===== src/rtl/mdio_pkg.sv =====
// Shared constants for the MDIO master: sequencer states and fixed frame fields.
// Assumes Clause 22 framing only.
package mdio_pkg;
    localparam int OP_W = 2;
    localparam logic [OP_W-1:0] OP_READ  = 2'b10;
    localparam logic [1:0]      START_SEQ = 2'b01;
    localparam logic [1:0]      TA_WRITE  = 2'b10;
    localparam logic [1:0]      TA_READ   = 2'b11;

    typedef enum logic [0:0] {
        ST_IDLE  = 1'b0,
        ST_FRAME = 1'b1
    } mdio_state_t;
endpackage


===== src/rtl/mdio_clkgen.sv =====
// Management clock divider: mdc toggles every (div+1) host clocks while run is high.
// Emits one-cycle strobes on the clock edge at which mdc rises or falls.
// Assumes run already folds in the enable bit and a non-zero divide value.
module mdio_clkgen #(
    parameter int DIV_W = 5
) (
    input  logic             clk,
    input  logic             rst_n,
    input  logic             run,
    input  logic [DIV_W-1:0] div,
    output logic             mdc,
    output logic             rise_stb,
    output logic             fall_stb
);
    logic [DIV_W-1:0] cnt_q;
    logic             mdc_q;
    logic             at_top;

    // a half period ends once the count reaches the divide value
    assign at_top   = (cnt_q >= div);
    assign rise_stb = run && at_top && !mdc_q;
    assign fall_stb = run && at_top && mdc_q;
    assign mdc      = mdc_q;

    // half-period counter and mdc toggle; held low when not running
    always_ff @(posedge clk) begin
        if (!rst_n) begin
            cnt_q <= '0;
            mdc_q <= 1'b0;
        end else if (!run) begin
            cnt_q <= '0;
            mdc_q <= 1'b0;
        end else if (at_top) begin
            cnt_q <= '0;
            mdc_q <= ~mdc_q;
        end else begin
            cnt_q <= cnt_q + 1'b1;
        end
    end
endmodule


===== src/rtl/mdio_frame_build.sv =====
// Builds the full Clause 22 frame, MSB first, from the request fields.
// For a read, the turnaround and data positions hold ones (the line is released there).
module mdio_frame_build import mdio_pkg::*; #(
    parameter int ADDR_W  = 5,
    parameter int DATA_W  = 16,
    parameter int PRE_LEN = 32,
    parameter int FRAME_W = PRE_LEN + 4 + 2*ADDR_W + 2 + DATA_W
) (
    input  logic [OP_W-1:0]    op,
    input  logic [ADDR_W-1:0]  phy_addr,
    input  logic [ADDR_W-1:0]  reg_addr,
    input  logic [DATA_W-1:0]  wr_data,
    output logic [FRAME_W-1:0] frame
);
    logic              is_rd;
    logic [1:0]        ta;
    logic [DATA_W-1:0] body;

    assign is_rd = (op == OP_READ);

    // choose the turnaround and data fields by direction
    always_comb begin
        ta   = is_rd ? TA_READ : TA_WRITE;
        body = is_rd ? {DATA_W{1'b1}} : wr_data;
    end

    assign frame = {{PRE_LEN{1'b1}}, START_SEQ, op, phy_addr, reg_addr, ta, body};
endmodule


===== src/rtl/mdio_seq.sv =====
// Frame sequencer: accepts a request while idle, shifts the frame out on falling
// mdc strobes, releases the line for read turnaround and data, and samples the
// read data on rising strobes. A low enable abandons the frame.
// Assumes the strobes come from mdio_clkgen and never coincide.
module mdio_seq import mdio_pkg::*; #(
    parameter int DATA_W  = 16,
    parameter int FRAME_W = 64,
    parameter int CNT_W   = $clog2(FRAME_W + 1)
) (
    input  logic               clk,
    input  logic               rst_n,
    input  logic               mdio_en,
    input  logic               run,
    input  logic               req,
    input  logic [OP_W-1:0]    op,
    input  logic [FRAME_W-1:0] frame_in,
    input  logic               rise_stb,
    input  logic               fall_stb,
    input  logic               mdio_i,
    output logic               ready,
    output logic               mdio_o,
    output logic               mdio_t,
    output logic [DATA_W-1:0]  rd_data
);
    localparam logic [CNT_W-1:0] BIT_END = CNT_W'(FRAME_W);
    localparam logic [CNT_W-1:0] BIT_RLS = CNT_W'(FRAME_W - DATA_W - 2);
    localparam logic [CNT_W-1:0] BIT_SMP = CNT_W'(FRAME_W - DATA_W + 1);

    mdio_state_t        state_q;
    logic [FRAME_W-1:0] shift_q;
    logic [CNT_W-1:0]   bit_q;
    logic               is_rd_q;
    logic [DATA_W-1:0]  rdsh_q;
    logic [DATA_W-1:0]  rd_q;
    logic               o_q;
    logic               t_q;

    assign ready   = (state_q == ST_IDLE);
    assign mdio_o  = o_q;
    assign mdio_t  = t_q;
    assign rd_data = rd_q;

    // request acceptance, bit shifting, read sampling and completion
    always_ff @(posedge clk) begin
        if (!rst_n) begin
            state_q <= ST_IDLE;
            shift_q <= '0;
            bit_q   <= '0;
            is_rd_q <= 1'b0;
            rdsh_q  <= '0;
            rd_q    <= '0;
            o_q     <= 1'b1;
            t_q     <= 1'b1;
        end else if (!mdio_en) begin
            state_q <= ST_IDLE;
            o_q     <= 1'b1;
            t_q     <= 1'b1;
        end else begin
            case (state_q)
                ST_IDLE: begin
                    if (req && run) begin
                        state_q <= ST_FRAME;
                        shift_q <= frame_in;
                        bit_q   <= '0;
                        is_rd_q <= (op == OP_READ);
                    end
                end
                ST_FRAME: begin
                    if (fall_stb) begin
                        if (bit_q == BIT_END) begin
                            state_q <= ST_IDLE;
                            o_q     <= 1'b1;
                            t_q     <= 1'b1;
                            if (is_rd_q) begin
                                rd_q <= rdsh_q;
                            end
                        end else begin
                            o_q     <= shift_q[FRAME_W-1];
                            shift_q <= {shift_q[FRAME_W-2:0], 1'b0};
                            t_q     <= is_rd_q && (bit_q >= BIT_RLS);
                            bit_q   <= bit_q + 1'b1;
                        end
                    end else if (rise_stb && is_rd_q && (bit_q >= BIT_SMP)) begin
                        rdsh_q <= {rdsh_q[DATA_W-2:0], mdio_i};
                    end
                end
                default: state_q <= ST_IDLE;
            endcase
        end
    end
endmodule


===== src/rtl/mdio_master.sv =====
// MDIO station-management master top: divides the host clock into mdc and runs
// one Clause 22 frame per accepted request. Single clock domain, synchronous
// active-low reset; mdio_i must already be synchronous to clk.
module mdio_master import mdio_pkg::*; #(
    parameter int DIV_W   = 5,
    parameter int ADDR_W  = 5,
    parameter int DATA_W  = 16,
    parameter int PRE_LEN = 32
) (
    input  logic              clk,
    input  logic              rst_n,
    input  logic              mdio_en,
    input  logic [DIV_W-1:0]  clk_div,
    input  logic              req,
    input  logic [OP_W-1:0]   op,
    input  logic [ADDR_W-1:0] phy_addr,
    input  logic [ADDR_W-1:0] reg_addr,
    input  logic [DATA_W-1:0] wr_data,
    output logic [DATA_W-1:0] rd_data,
    output logic              ready,
    output logic              mdc,
    input  logic              mdio_i,
    output logic              mdio_o,
    output logic              mdio_t
);
    localparam int FRAME_W = PRE_LEN + 4 + 2*ADDR_W + 2 + DATA_W;

    logic               run;
    logic               rise_stb;
    logic               fall_stb;
    logic [FRAME_W-1:0] frame;

    // the bus runs only when enabled with a non-zero divide
    assign run = mdio_en && (clk_div != '0);

    mdio_clkgen #(.DIV_W(DIV_W)) u_clkgen (
        .clk      (clk),
        .rst_n    (rst_n),
        .run      (run),
        .div      (clk_div),
        .mdc      (mdc),
        .rise_stb (rise_stb),
        .fall_stb (fall_stb)
    );

    mdio_frame_build #(
        .ADDR_W  (ADDR_W),
        .DATA_W  (DATA_W),
        .PRE_LEN (PRE_LEN),
        .FRAME_W (FRAME_W)
    ) u_build (
        .op       (op),
        .phy_addr (phy_addr),
        .reg_addr (reg_addr),
        .wr_data  (wr_data),
        .frame    (frame)
    );

    mdio_seq #(
        .DATA_W  (DATA_W),
        .FRAME_W (FRAME_W)
    ) u_seq (
        .clk      (clk),
        .rst_n    (rst_n),
        .mdio_en  (mdio_en),
        .run      (run),
        .req      (req),
        .op       (op),
        .frame_in (frame),
        .rise_stb (rise_stb),
        .fall_stb (fall_stb),
        .mdio_i   (mdio_i),
        .ready    (ready),
        .mdio_o   (mdio_o),
        .mdio_t   (mdio_t),
        .rd_data  (rd_data)
    );
endmodule


===== config.mk =====
export PLATFORM = sky130hd
export DESIGN_NAME = mdio_master
export DESIGN_NICKNAME = d
export VERILOG_FILES = /design/src/rtl/mdio_pkg.sv /design/src/rtl/mdio_clkgen.sv /design/src/rtl/mdio_frame_build.sv /design/src/rtl/mdio_seq.sv /design/src/rtl/mdio_master.sv
export SDC_FILE = /design/constraint.sdc
export NUM_CORES = 1
export LEC_CHECK = 0
export ABC_CLOCK_PERIOD_IN_PS = 3000
export BUFFER_PORTS_ARGS = -buffer_cell sky130_fd_sc_hd__buf_2
export CELL_PAD_IN_SITES_DETAIL_PLACEMENT = 1
export CELL_PAD_IN_SITES_GLOBAL_PLACEMENT = 1
export CORE_MARGIN = 2
export CORE_UTILIZATION = 35
export DETAILED_ROUTE_END_ITERATION = 12
export PLACE_DENSITY = 0.72
export SKIP_CTS_REPAIR_TIMING = 1
export SLEW_MARGIN = 40
export SYNTH_ARGS = -nofsm -noshare
export SYNTH_HDL_FRONTEND = slang
export SYNTH_SLANG_ARGS = --single-unit
export TNS_END_PERCENT = 100

===== constraint.sdc =====
create_clock -name clk -period 3 [get_ports clk]
set_input_delay 0.6 -clock clk [delete_from_list [all_inputs] [get_ports clk]]
set_output_delay 0.6 -clock clk [all_outputs]
set_load 0.02 [all_outputs]

==> flow_summary_export.csv, run 1 <==
group,metric,value,unit
sta,rsz0062_at_grt,"no",
pwr,power,3950,uW
drt,vias_per_cell,5.48,
cells_and_area,instances_no_fill,730,
place,io_buffers,57,
cts,cts_buffer_depth,2,
floorplanning,core.rowCount,43,
yosys,synth_xor_xnor_area_share,0.00697,
critical_path,rr_worst_depth,8,
yosys,syn-num-nets,546,
yosys,synth_top_family_by_area,"compound AO/OA/AOI/OAI gates",
sta,min_period,2.47,ns
min_path,min_path_type,"input pin to register",
critical_path,cp-end-kind,"register",
critical_path,crit_required,3.29,ns
sta,setup_viol,0,
yosys,synth-seq-cells,113,
sta,whs,0.445,ns
yosys,synth_top_area_cell,"dfxtp_1",
cts,cts_tree,"done",
drt,wire_per_inst,16.9,um
pwr,leakagePower,0.00226,uW
floorplanning,core_area,13900,um^2
critical_path,worstReg2RegStart,"u_seq.bit_q[0]",
sta,fin_ws,0.528,ns
yosys,yosys.area_share.simple,0.153,
yosys,synth_adder_area_share,0.0249,
critical_path,r2r_end,"u_seq.shift_q[32]",
yosys,yosysWarnings,0,
cells_and_area,final_nets,586,
drt,ant_nets,0,
global_routing,gr-total-overflow,0,
place,post-dp-hpwl,7.79,mm
sta,skew,0.00717,ns
sta,setup_tns,0,ns
critical_path,crit_path_start_kind,"register",
place,pre_cts_slack,0.353,ns
cts,clk_pin_slew,0.05,ns
yosys,muxShareOfSynthArea,0.0598,
yosys,ys_top_cells_by_area,"dfxtp_1 (45%), o221a_2 (7.6%), mux2i_1 (6.0%)",
place,gp_congestion,0.787,
sta,final-hold-violation-count,0,
sta,max_slew_margin,0.477,
drt,wirelength,12.4,mm
critical_path,cpMaxStageDelayCell,"dfxtp_1",
global_routing,grt_max_degree,87,
drt,drt_pass1_iterations,5,
critical_path,crit_fanout,32,
global_routing,antenna_found_initial,0,
min_path,min_to,"u_seq.rdsh_q[0]",
cts,numCtsBuffers,17,
yosys,yosysSeqAreaShare,0.450,
min_path,min_from,"mdio_i",
place,dpl.cell_count,698,
drt,vias,3999,
global_routing,grt_pass1_vias,4214,
yosys,synth_edf_count,0,
pwr,vdd.ir_drop.worst,0.396,mV
min_path,hold_depth,3,
sta,fin_crit_sh,0.824,
critical_path,crit_arrival,2.77,ns
critical_path,r2r_slack,0.53,ns
critical_path,crit_type,"register to register",
cells_and_area,layout-drive-gt1-share,0.305,
drt,first_iter_violations,204,
yosys,yosysTopAreaCellShare,0.450,
floorplanning,die_height,124,um
sta,max_freq,405,MHz
critical_path,path_cells,"inv_1, ha_1, nand2_1, nor4_4, nor3_1, nand2_2, buf_12, o221a_2",
pwr,powerDensity,658,nW/um^2
yosys,synth.cell_area,5020,um^2
cts,htree_levels,4,
global_routing,grt_pass1_wl,20.6,mm
yosys,netlist_instances,498,
yosys,ys_async_sr_fraction,0,
floorplanning,io_pins,58,
drt,drc,0,
yosys,syn_area_per_cell,10.1,um^2
cts,clkLatencyLatePin,0.41,ns
run,maxCapViolCount,0,
yosys,synth_compound_area_frac,0.244,
floorplanning,die_area,15300,um^2
yosys,yosysUniqueCellTypes,47,
floorplanning,die_width,124,um
critical_path,crit_path_max_incr_delay,0.47,ns
sta,slew_viol_final,0,
cts,cts_root_buf,"clkbuf_16",
cts,cts.sinks,113,
global_routing,grtUsageTotal,0.171,
sta,tightest_slew,0.784,ns
floorplanning,initial_utilization,0.361,
yosys,synthFlopType,"dfxtp_1",
cells_and_area,antenna_cells,0,
status,status,"finished, final reports clean",
cells_and_area,area_delta_synth_final,19.3,%
==> worst max-delay path: cells and delay by family, from the launching register on <==
kind	cells	cell delay (ns)
buffers and inverters	2	0.43
adder cells (fa/ha/maj)	1	0.22
flip-flops	1	0.47
AND/OR/NAND/NOR	4	0.95
AO/OA/AOI/OAI	1	0.29
==> worst max-delay path by stage <==
stage / cells past startpoint / startpoint / endpoint
after floorplan: 8 / clk_div[2] / u_seq.rdsh_q[10]
after global placement: 6 / clk_div[1] / u_seq.state_q
after detailed placement: 9 / clk_div[2] / u_seq.shift_q[58]
after CTS: 7 / u_seq.bit_q[0] / u_seq.rd_data[11]
after global routing: 7 / u_seq.bit_q[0] / u_seq.rd_data[11]
final: 8 / u_seq.bit_q[0] / u_seq.shift_q[32]
==> cells in the mapped netlist, types with 3 or more instances <==
| cell | instances |
|---|---|
| dfxtp_1 | 113 |
| nand2_1 | 43 |
| o221a_2 | 34 |
| mux2i_1 | 30 |
| a21oi_1 | 27 |
| clkbuf_1 | 26 |
| nand4_1 | 19 |
| nor2_1 | 19 |
| o21ai_0 | 18 |
| and2_1 | 17 |
| a211oi_1 | 16 |
| o211ai_1 | 16 |
| a221oi_2 | 14 |
| or2_2 | 12 |
| buf_6 | 10 |
| ha_1 | 10 |
| inv_1 | 10 |
| buf_2 | 6 |
| nand3_1 | 6 |
| or4_1 | 6 |
| o31ai_1 | 5 |
| and3_1 | 4 |
| a31oi_1 | 3 |
| nor3_1 | 3 |
==> cell usage in the layout (no fill, tap or decap), types with 2 or more instances in the layout <==
cell	count
dfxtp_1	113
buf_2	57
nand2_1	42
o221a_2	34
mux2i_1	30
a21oi_1	27
nand4_1	19
nor2_1	19
o21ai_0	18
and2_1	17
clkbuf_16	17
o211ai_1	16
a211oi_1	16
a221oi_2	14
or2_2	12
inv_1	10
ha_1	10
buf_4	7
nand3_1	6
or4_1	6
o31ai_1	5
and3_1	4
bufinv_16	4
clkinv_2	4
a31oi_1	3
nor3_1	3
clkinvlp_4	3
buf_12	3
nor2b_1	2
or3_1	2
nor4_4	2
o22ai_1	2
xor2_1	2
nand2b_1	2
xnor2_1	2
clkbuf_1	2
==> per-layer routing <==
layer,part of all wire,vias to the layer above,GRT usage
li1,-,1947,-
met5,0,-,0
met3,0.030,13,0.0467
met2,0.51,54,0.296
met1,0.45,1985,0.208
met4,0.011,0,0.0469
==> through the flow <==
stage	util	area (um^2)
after floorplan	-	5020
after global placement	0.385	5370
after detailed placement	0.385	5370
after CTS	0.429	5970
after global routing	0.430	5990
final	0.430	5990
==> kinds of logic after synthesis <==
family / after synthesis
AO/OA/AOI/OAI: 143
AND/OR/NAND/NOR: 141
flip-flops: 113
buffers and inverters: 57
multiplexers: 30
adder cells (fa/ha/maj): 10
XOR/XNOR: 4
==> area by class of cell <==
cell class | instances | area [um^2]
clock buffer | 20 | 447
clock inverter | 11 | 163
timing repair buffer | 67 | 398
fill | 1530 | 7940
tap | 180 | 225
inverter | 11 | 41.3
multi-input combinational | 328 | 2460
sequential | 113 | 2260
==> state kept, by name (all words and copies together), names as in the netlist <==
| signal | flops |
|---|---|
| u_seq.shift_q | 64 |
| u_seq.rd_data | 16 |
| u_seq.rdsh_q | 16 |
| u_seq.bit_q | 7 |
| u_clkgen.cnt_q | 5 |
| u_clkgen.mdc | 1 |
| u_seq.is_rd_q | 1 |
| u_seq.mdio_o | 1 |
| u_seq.mdio_t | 1 |
| u_seq.state_q | 1 |
==> where the power goes <==
group | switching (uW) | total [uW] | internal [uW]
Clock | 694 | 2090 | 1400
Combinational | 139 | 254 | 115
Sequential | 35.6 | 1600 | 1560
Total | 868 | 3950 | 3080
Note: power is estimated with default switching activity, not from simulation.
==> run 2: changes to the inputs <==
- ABC_CLOCK_PERIOD_IN_PS: 3000 -> 2300
- clock period: 3 -> 2.3 ns (I/O delays scaled with it)
==> flow_summary_export.csv, run 2 (same netlist as run 1, synthesis figures left out) <==
group,metric,value,unit
status,status,"finished, final reports clean",
critical_path,crit_path_start_kind,"register",
sta,min_period,2.18,ns
critical_path,crit_arrival,1.72,ns
drt,vias_per_cell,5.50,
drt,drc,0,
critical_path,crit_fanout,32,
critical_path,cp-end-kind,"primary output",
cts,cts_root_buf,"clkbuf_16",
critical_path,crit_type,"register to primary output",
cts,numCtsBuffers,17,
pwr,swShare,0.226,
cells_and_area,final_common_cell,"dfxtp_1",
sta,skew,0.00663,ns
pwr,netSwitchingPower,1090,uW
critical_path,path_delay_family,"buffers and inverters",
critical_path,path_cells,"buf_4, inv_1, buf_4, buf_2",
drt,wirelength,12.8,mm
pwr,cellInternalPower,3740,uW
pwr,p_comb_frac,0.071,
cts,clkLatencyLatePin,0.41,ns
pwr,power,4830,uW
cells_and_area,n_fill_cell,1582,
place,gp_congestion,0.756,
cts,clk_pin_slew,0.05,ns
cells_and_area,area_delta_synth_final,20.4,%
drt,drt_pass1_iterations,4,
sta,slew_viol_final,0,
cts,cts_tree,"done",
place,io_buffers,57,
global_routing,grt_pass1_wl,21.5,mm
cells_and_area,instances_no_fill,743,
sta,tightest_slew,0.747,ns
floorplanning,io_pins,58,
floorplanning,core_area,13900,um^2
floorplanning,die_width,124,um
cells_and_area,final_nets,600,
cells_and_area,seq_area,2260,um^2
drt,ant_nets,0,
cells_and_area,regMostFlops,"u_seq.shift_q",
drt,wire_per_inst,17.2,um
cells_and_area,layout-drive-gt1-share,0.321,
sta,max_slew_margin,0.499,
pwr,p_clk_frac,0.497,
cts,cts_buffer_depth,2,
critical_path,crit_path_max_incr_delay,0.38,ns
sta,final-hold-violation-count,0,
run,maxCapViolCount,0,
pwr,vdd.ir_drop.worst,0.534,mV
cells_and_area,largest_reg_flops,64,
min_path,min_path_type,"input pin to register",
critical_path,path_buf_inv,4,
floorplanning,die_area,15300,um^2
floorplanning,core.rowCount,43,
floorplanning,die_height,124,um
cells_and_area,final_cell_mix,"dfxtp_1 (113), buf_2 (57), nand2_1 (42)",
sta,rsz0062_at_grt,"no",
place,dpl.cell_count,713,
sta,max_freq,458,MHz
cts,htree_levels,4,
pwr,leakagePower,0.00231,uW
pwr,powerDensity,799,nW/um^2
place,post-dp-hpwl,8.29,mm
drt,vias,4087,
floorplanning,initial_utilization,0.361,
global_routing,antenna_found_initial,0,
critical_path,crit_required,1.84,ns
global_routing,grtUsageTotal,0.180,
cells_and_area,antenna_cells,0,
pwr,seqPwrFrac,0.432,
cells_and_area,multi_input_comb_area,2460,um^2
drt,first_iter_violations,189,
cts,cts.sinks,113,
critical_path,cp_common_cell,"buf_4",
global_routing,grt_pass1_vias,4396,
sta,fin_crit_sh,0.948,
sta,setup_viol,0,
critical_path,cpMaxStageDelayCell,"dfxtp_1",
global_routing,gr-total-overflow,0,
global_routing,grt_max_degree,87,
## run 2: changes by cell type in the layout (fill, tap and decap cells not counted), sizes merged
cell,delta
buf,+14
bufinv,-3
clkbuf,+3
clkinvlp,-3
clkinv,+2
## run 2: worst paths after layout
kind | start | to | slack [ns] | cells after the start
hold / removal | mdio_i | u_seq.rdsh_q[0] | 0.32 | 3
hold reg to reg | u_seq.shift_q[1] | u_seq.shift_q[1] | 0.46 | 2
setup / recovery | u_seq.state_q | ready | 0.12 | 4
setup reg to reg | u_seq.bit_q[0] | u_seq.bit_q[5] | 0.19 | 8
## run 2: final cells by class
cell class | instances | share of cell area
inverters | 11 | 0.00683
multi-input cells | 328 | 0.407
clock buffers | 23 | 0.0790
well taps | 180 | 0.0372
clock inverters | 7 | 0.00993
flip-flops and latches | 113 | 0.374
repair buffers | 81 | 0.0859
## run 2: power groups by stage
stage / Sequential [uW] / Clock, uW / Combinational, uW
6_report: 2090 / 2400 / 343
5_1_grt: 2100 / 2550 / 378
4_1_cts: 2090 / 2450 / 346
3_5_place_dp: 2120 / 0 / 342
3_3_place_gp: 2120 / 0 / 326
2_1_floorplan: 2110 / 0 / 252
## run 2: routing by layer
layer | routed length (um) | GRT usage | up-vias
met4 | 189 | 0.0646 | 0
met5 | 0 | 0 | -
met2 | 6600 | 0.322 | 52
li1 | - | - | 1976
met3 | 294 | 0.0421 | 18
met1 | 5680 | 0.208 | 2041
## run 2: per-stage QoR
step | setup slack [ns] | TNS (ns) | area [um^2] | util | hold WS (ns)
6_report | 0.119 | 0 | 6050 | 0.434 | 0.317
3_5_place_dp | -0.108 | -0.897 | 5500 | 0.395 | 0.455
4_1_cts | 0.0744 | 0 | 6040 | 0.434 | 0.306
2_1_floorplan | 0.0931 | 0 | 5020 | - | 0.430
3_3_place_gp | 0.00355 | 0 | 5500 | 0.395 | 0.444
5_1_grt | 0.0353 | 0 | 6050 | 0.434 | 0.301
## run 2: worst register-to-register path: cells and delay by family, from the launching register on
kind / cells / cell delay, ns
AOI/OAI and AO/OA: 1 / 0.15
adders and majority gates: 1 / 0.21
buffers and inverters: 2 / 0.28
DFF: 1 / 0.34
and+or+nand+nor: 4 / 1.05
==> run 3: changes to the inputs <==
- GPL_TIMING_DRIVEN: not set -> 0
==> flow_summary_export.csv, run 3 (same netlist as run 1, synthesis figures left out) <==
group,metric,value,unit
status,status,"finished, final reports clean",
sta,max_freq,458,MHz
cells_and_area,regMostFlops,"u_seq.shift_q",
sta,fin_crit_sh,0.948,
pwr,power,5090,uW
critical_path,crit_path_start_kind,"register",
floorplanning,io_pins,58,
cts,clkLatencyLatePin,0.41,ns
critical_path,crit_fanout,10,
drt,drt_pass1_iterations,4,
place,dpl.cell_count,734,
pwr,vdd.ir_drop.worst,0.540,mV
critical_path,cp-end-kind,"primary output",
sta,slew_viol_final,0,
global_routing,antenna_found_initial,0,
drt,vias_per_cell,5.47,
drt,wirelength,13.6,mm
sta,max_slew_margin,0.517,
sta,skew,0.0131,ns
drt,ant_nets,0,
global_routing,grt_pass1_wl,22.6,mm
place,post-dp-hpwl,9.36,mm
cells_and_area,area_delta_synth_final,24.2,%
cells_and_area,final_core_util,0.448,
critical_path,crit_path_max_incr_delay,0.49,ns
sta,final-hold-violation-count,0,
floorplanning,core.rowCount,43,
critical_path,crit_type,"register to primary output",
cells_and_area,instances_no_fill,773,
floorplanning,die_area,15300,um^2
global_routing,use_met1,0.230,
critical_path,path_delay_family,"buffers and inverters",
sta,tightest_slew,0.725,ns
cells_and_area,largest_reg_flops,64,
sta,setup_tns,0,ns
critical_path,r2r_slack,0.14,ns
cts,cts_root_buf,"clkbuf_16",
floorplanning,initial_utilization,0.361,
run,maxCapViolCount,0,
drt,first_iter_violations,256,
critical_path,crit_required,1.84,ns
cells_and_area,final_nets,629,
drt,vias,4228,
place,io_buffers,56,
critical_path,path_cells,"inv_1, clkbuf_2, clkbuf_2, buf_2",
sta,whs,0.319,ns
cts,cts.sinks,113,
cells_and_area,final_cell_mix,"dfxtp_1 (111), buf_2 (59), nand2_1 (43)",
cells_and_area,seq_area,2260,um^2
critical_path,cpMaxStageDelayCell,"dfxtp_1",
cts,cts_buffer_depth,2,
global_routing,grt_most_used_layer,"met2",
pwr,powerDensity,817,nW/um^2
floorplanning,die_width,124,um
global_routing,met3_usage,0.0467,
floorplanning,die_height,124,um
cells_and_area,multi_input_comb_area,2470,um^2
drt,drc,0,
cts,cts_tree,"done",
sta,setup_viol,0,
cts,htree_levels,4,
cells_and_area,antenna_cells,0,
global_routing,grt_pass1_vias,4422,
global_routing,grtUsageTotal,0.191,
critical_path,cp_common_cell,"clkbuf_2",
place,gp_congestion,0.859,
global_routing,grt_max_degree,17,
global_routing,gr-total-overflow,0,
cts,numCtsBuffers,17,
sta,min_period,2.18,ns
cells_and_area,n_fill_cell,1549,
cells_and_area,final_common_cell,"dfxtp_1",
min_path,min_path_type,"input pin to register",
drt,wire_per_inst,17.5,um
cells_and_area,layout-drive-gt1-share,0.329,
floorplanning,core_area,13900,um^2
global_routing,met2_usage,0.330,
critical_path,path_buf_inv,4,
critical_path,crit_arrival,1.72,ns
pwr,leakagePower,0.00237,uW
cts,clk_pin_slew,0.06,ns
==> run 3: cell types whose count changed in the layout (fill, tap and decap cells not counted), moves of 5 or more <==
| cell | previous run | this run |
|---|---|---|
| buf_4 | 19 | 10 |
| clkbuf_1 | 3 | 22 |
| clkbuf_2 | 0 | 5 |
| buf_6 | 1 | 10 |
| clkinvlp_4 | 0 | 6 |
==> run 3: power breakdown <==
group          total [uW]  internal, uW  switching (uW)
Clock                2640          1690             954
Combinational         366           168             198
Sequential           2090          2040            47.1
Total                5090          3900            1200
==> run 3: worst reg2reg max path, cell delays in order, from the launching register on <==
cell,delay [ns]
dfxtp_2,0.40
inv_1,0.10
ha_1,0.20
nand2_1,0.10
nor4_4,0.06
or3_4,0.42
buf_6,0.16
or4_1,0.48
a21oi_1,0.16
==> run 3: final cells by class <==
class                   count  area share
plain buffers              45      0.0437
repair buffers             65      0.0598
well taps                 180      0.0361
clock buffers              17      0.0682
inverters                  11     0.00662
multi-input cells         328       0.396
flip-flops and latches    113       0.363
clock inverters            14      0.0269
==> run 3: metal layers <==
metal | vias up | share of wire
met5 | - | 0
met4 | 0 | 0.021
met3 | 24 | 0.023
met2 | 57 | 0.51
met1 | 2112 | 0.45
li1 | 2035 | -
==> run 3: stage by stage <==
| stage | instance area, um^2 | setup WS, ns |
|---|---|---|
| after floorplan | 5020 | 0.0931 |
| after global placement | 5530 | -0.258 |
| after detailed placement | 5530 | -0.325 |
| after CTS | 6120 | -0.223 |
| after global routing | 6240 | -0.00789 |
| final | 6240 | 0.119 |
==> run 3: worst paths after layout <==
path | from | endpoint | depth (start not counted)
setup reg to reg | u_seq.bit_q[0] | u_seq.bit_q[5] | 8
setup / recovery | u_seq.state_q | ready | 4
hold reg to reg | u_seq.shift_q[21] | u_seq.shift_q[21] | 2
hold / removal | mdio_i | u_seq.rdsh_q[0] | 3
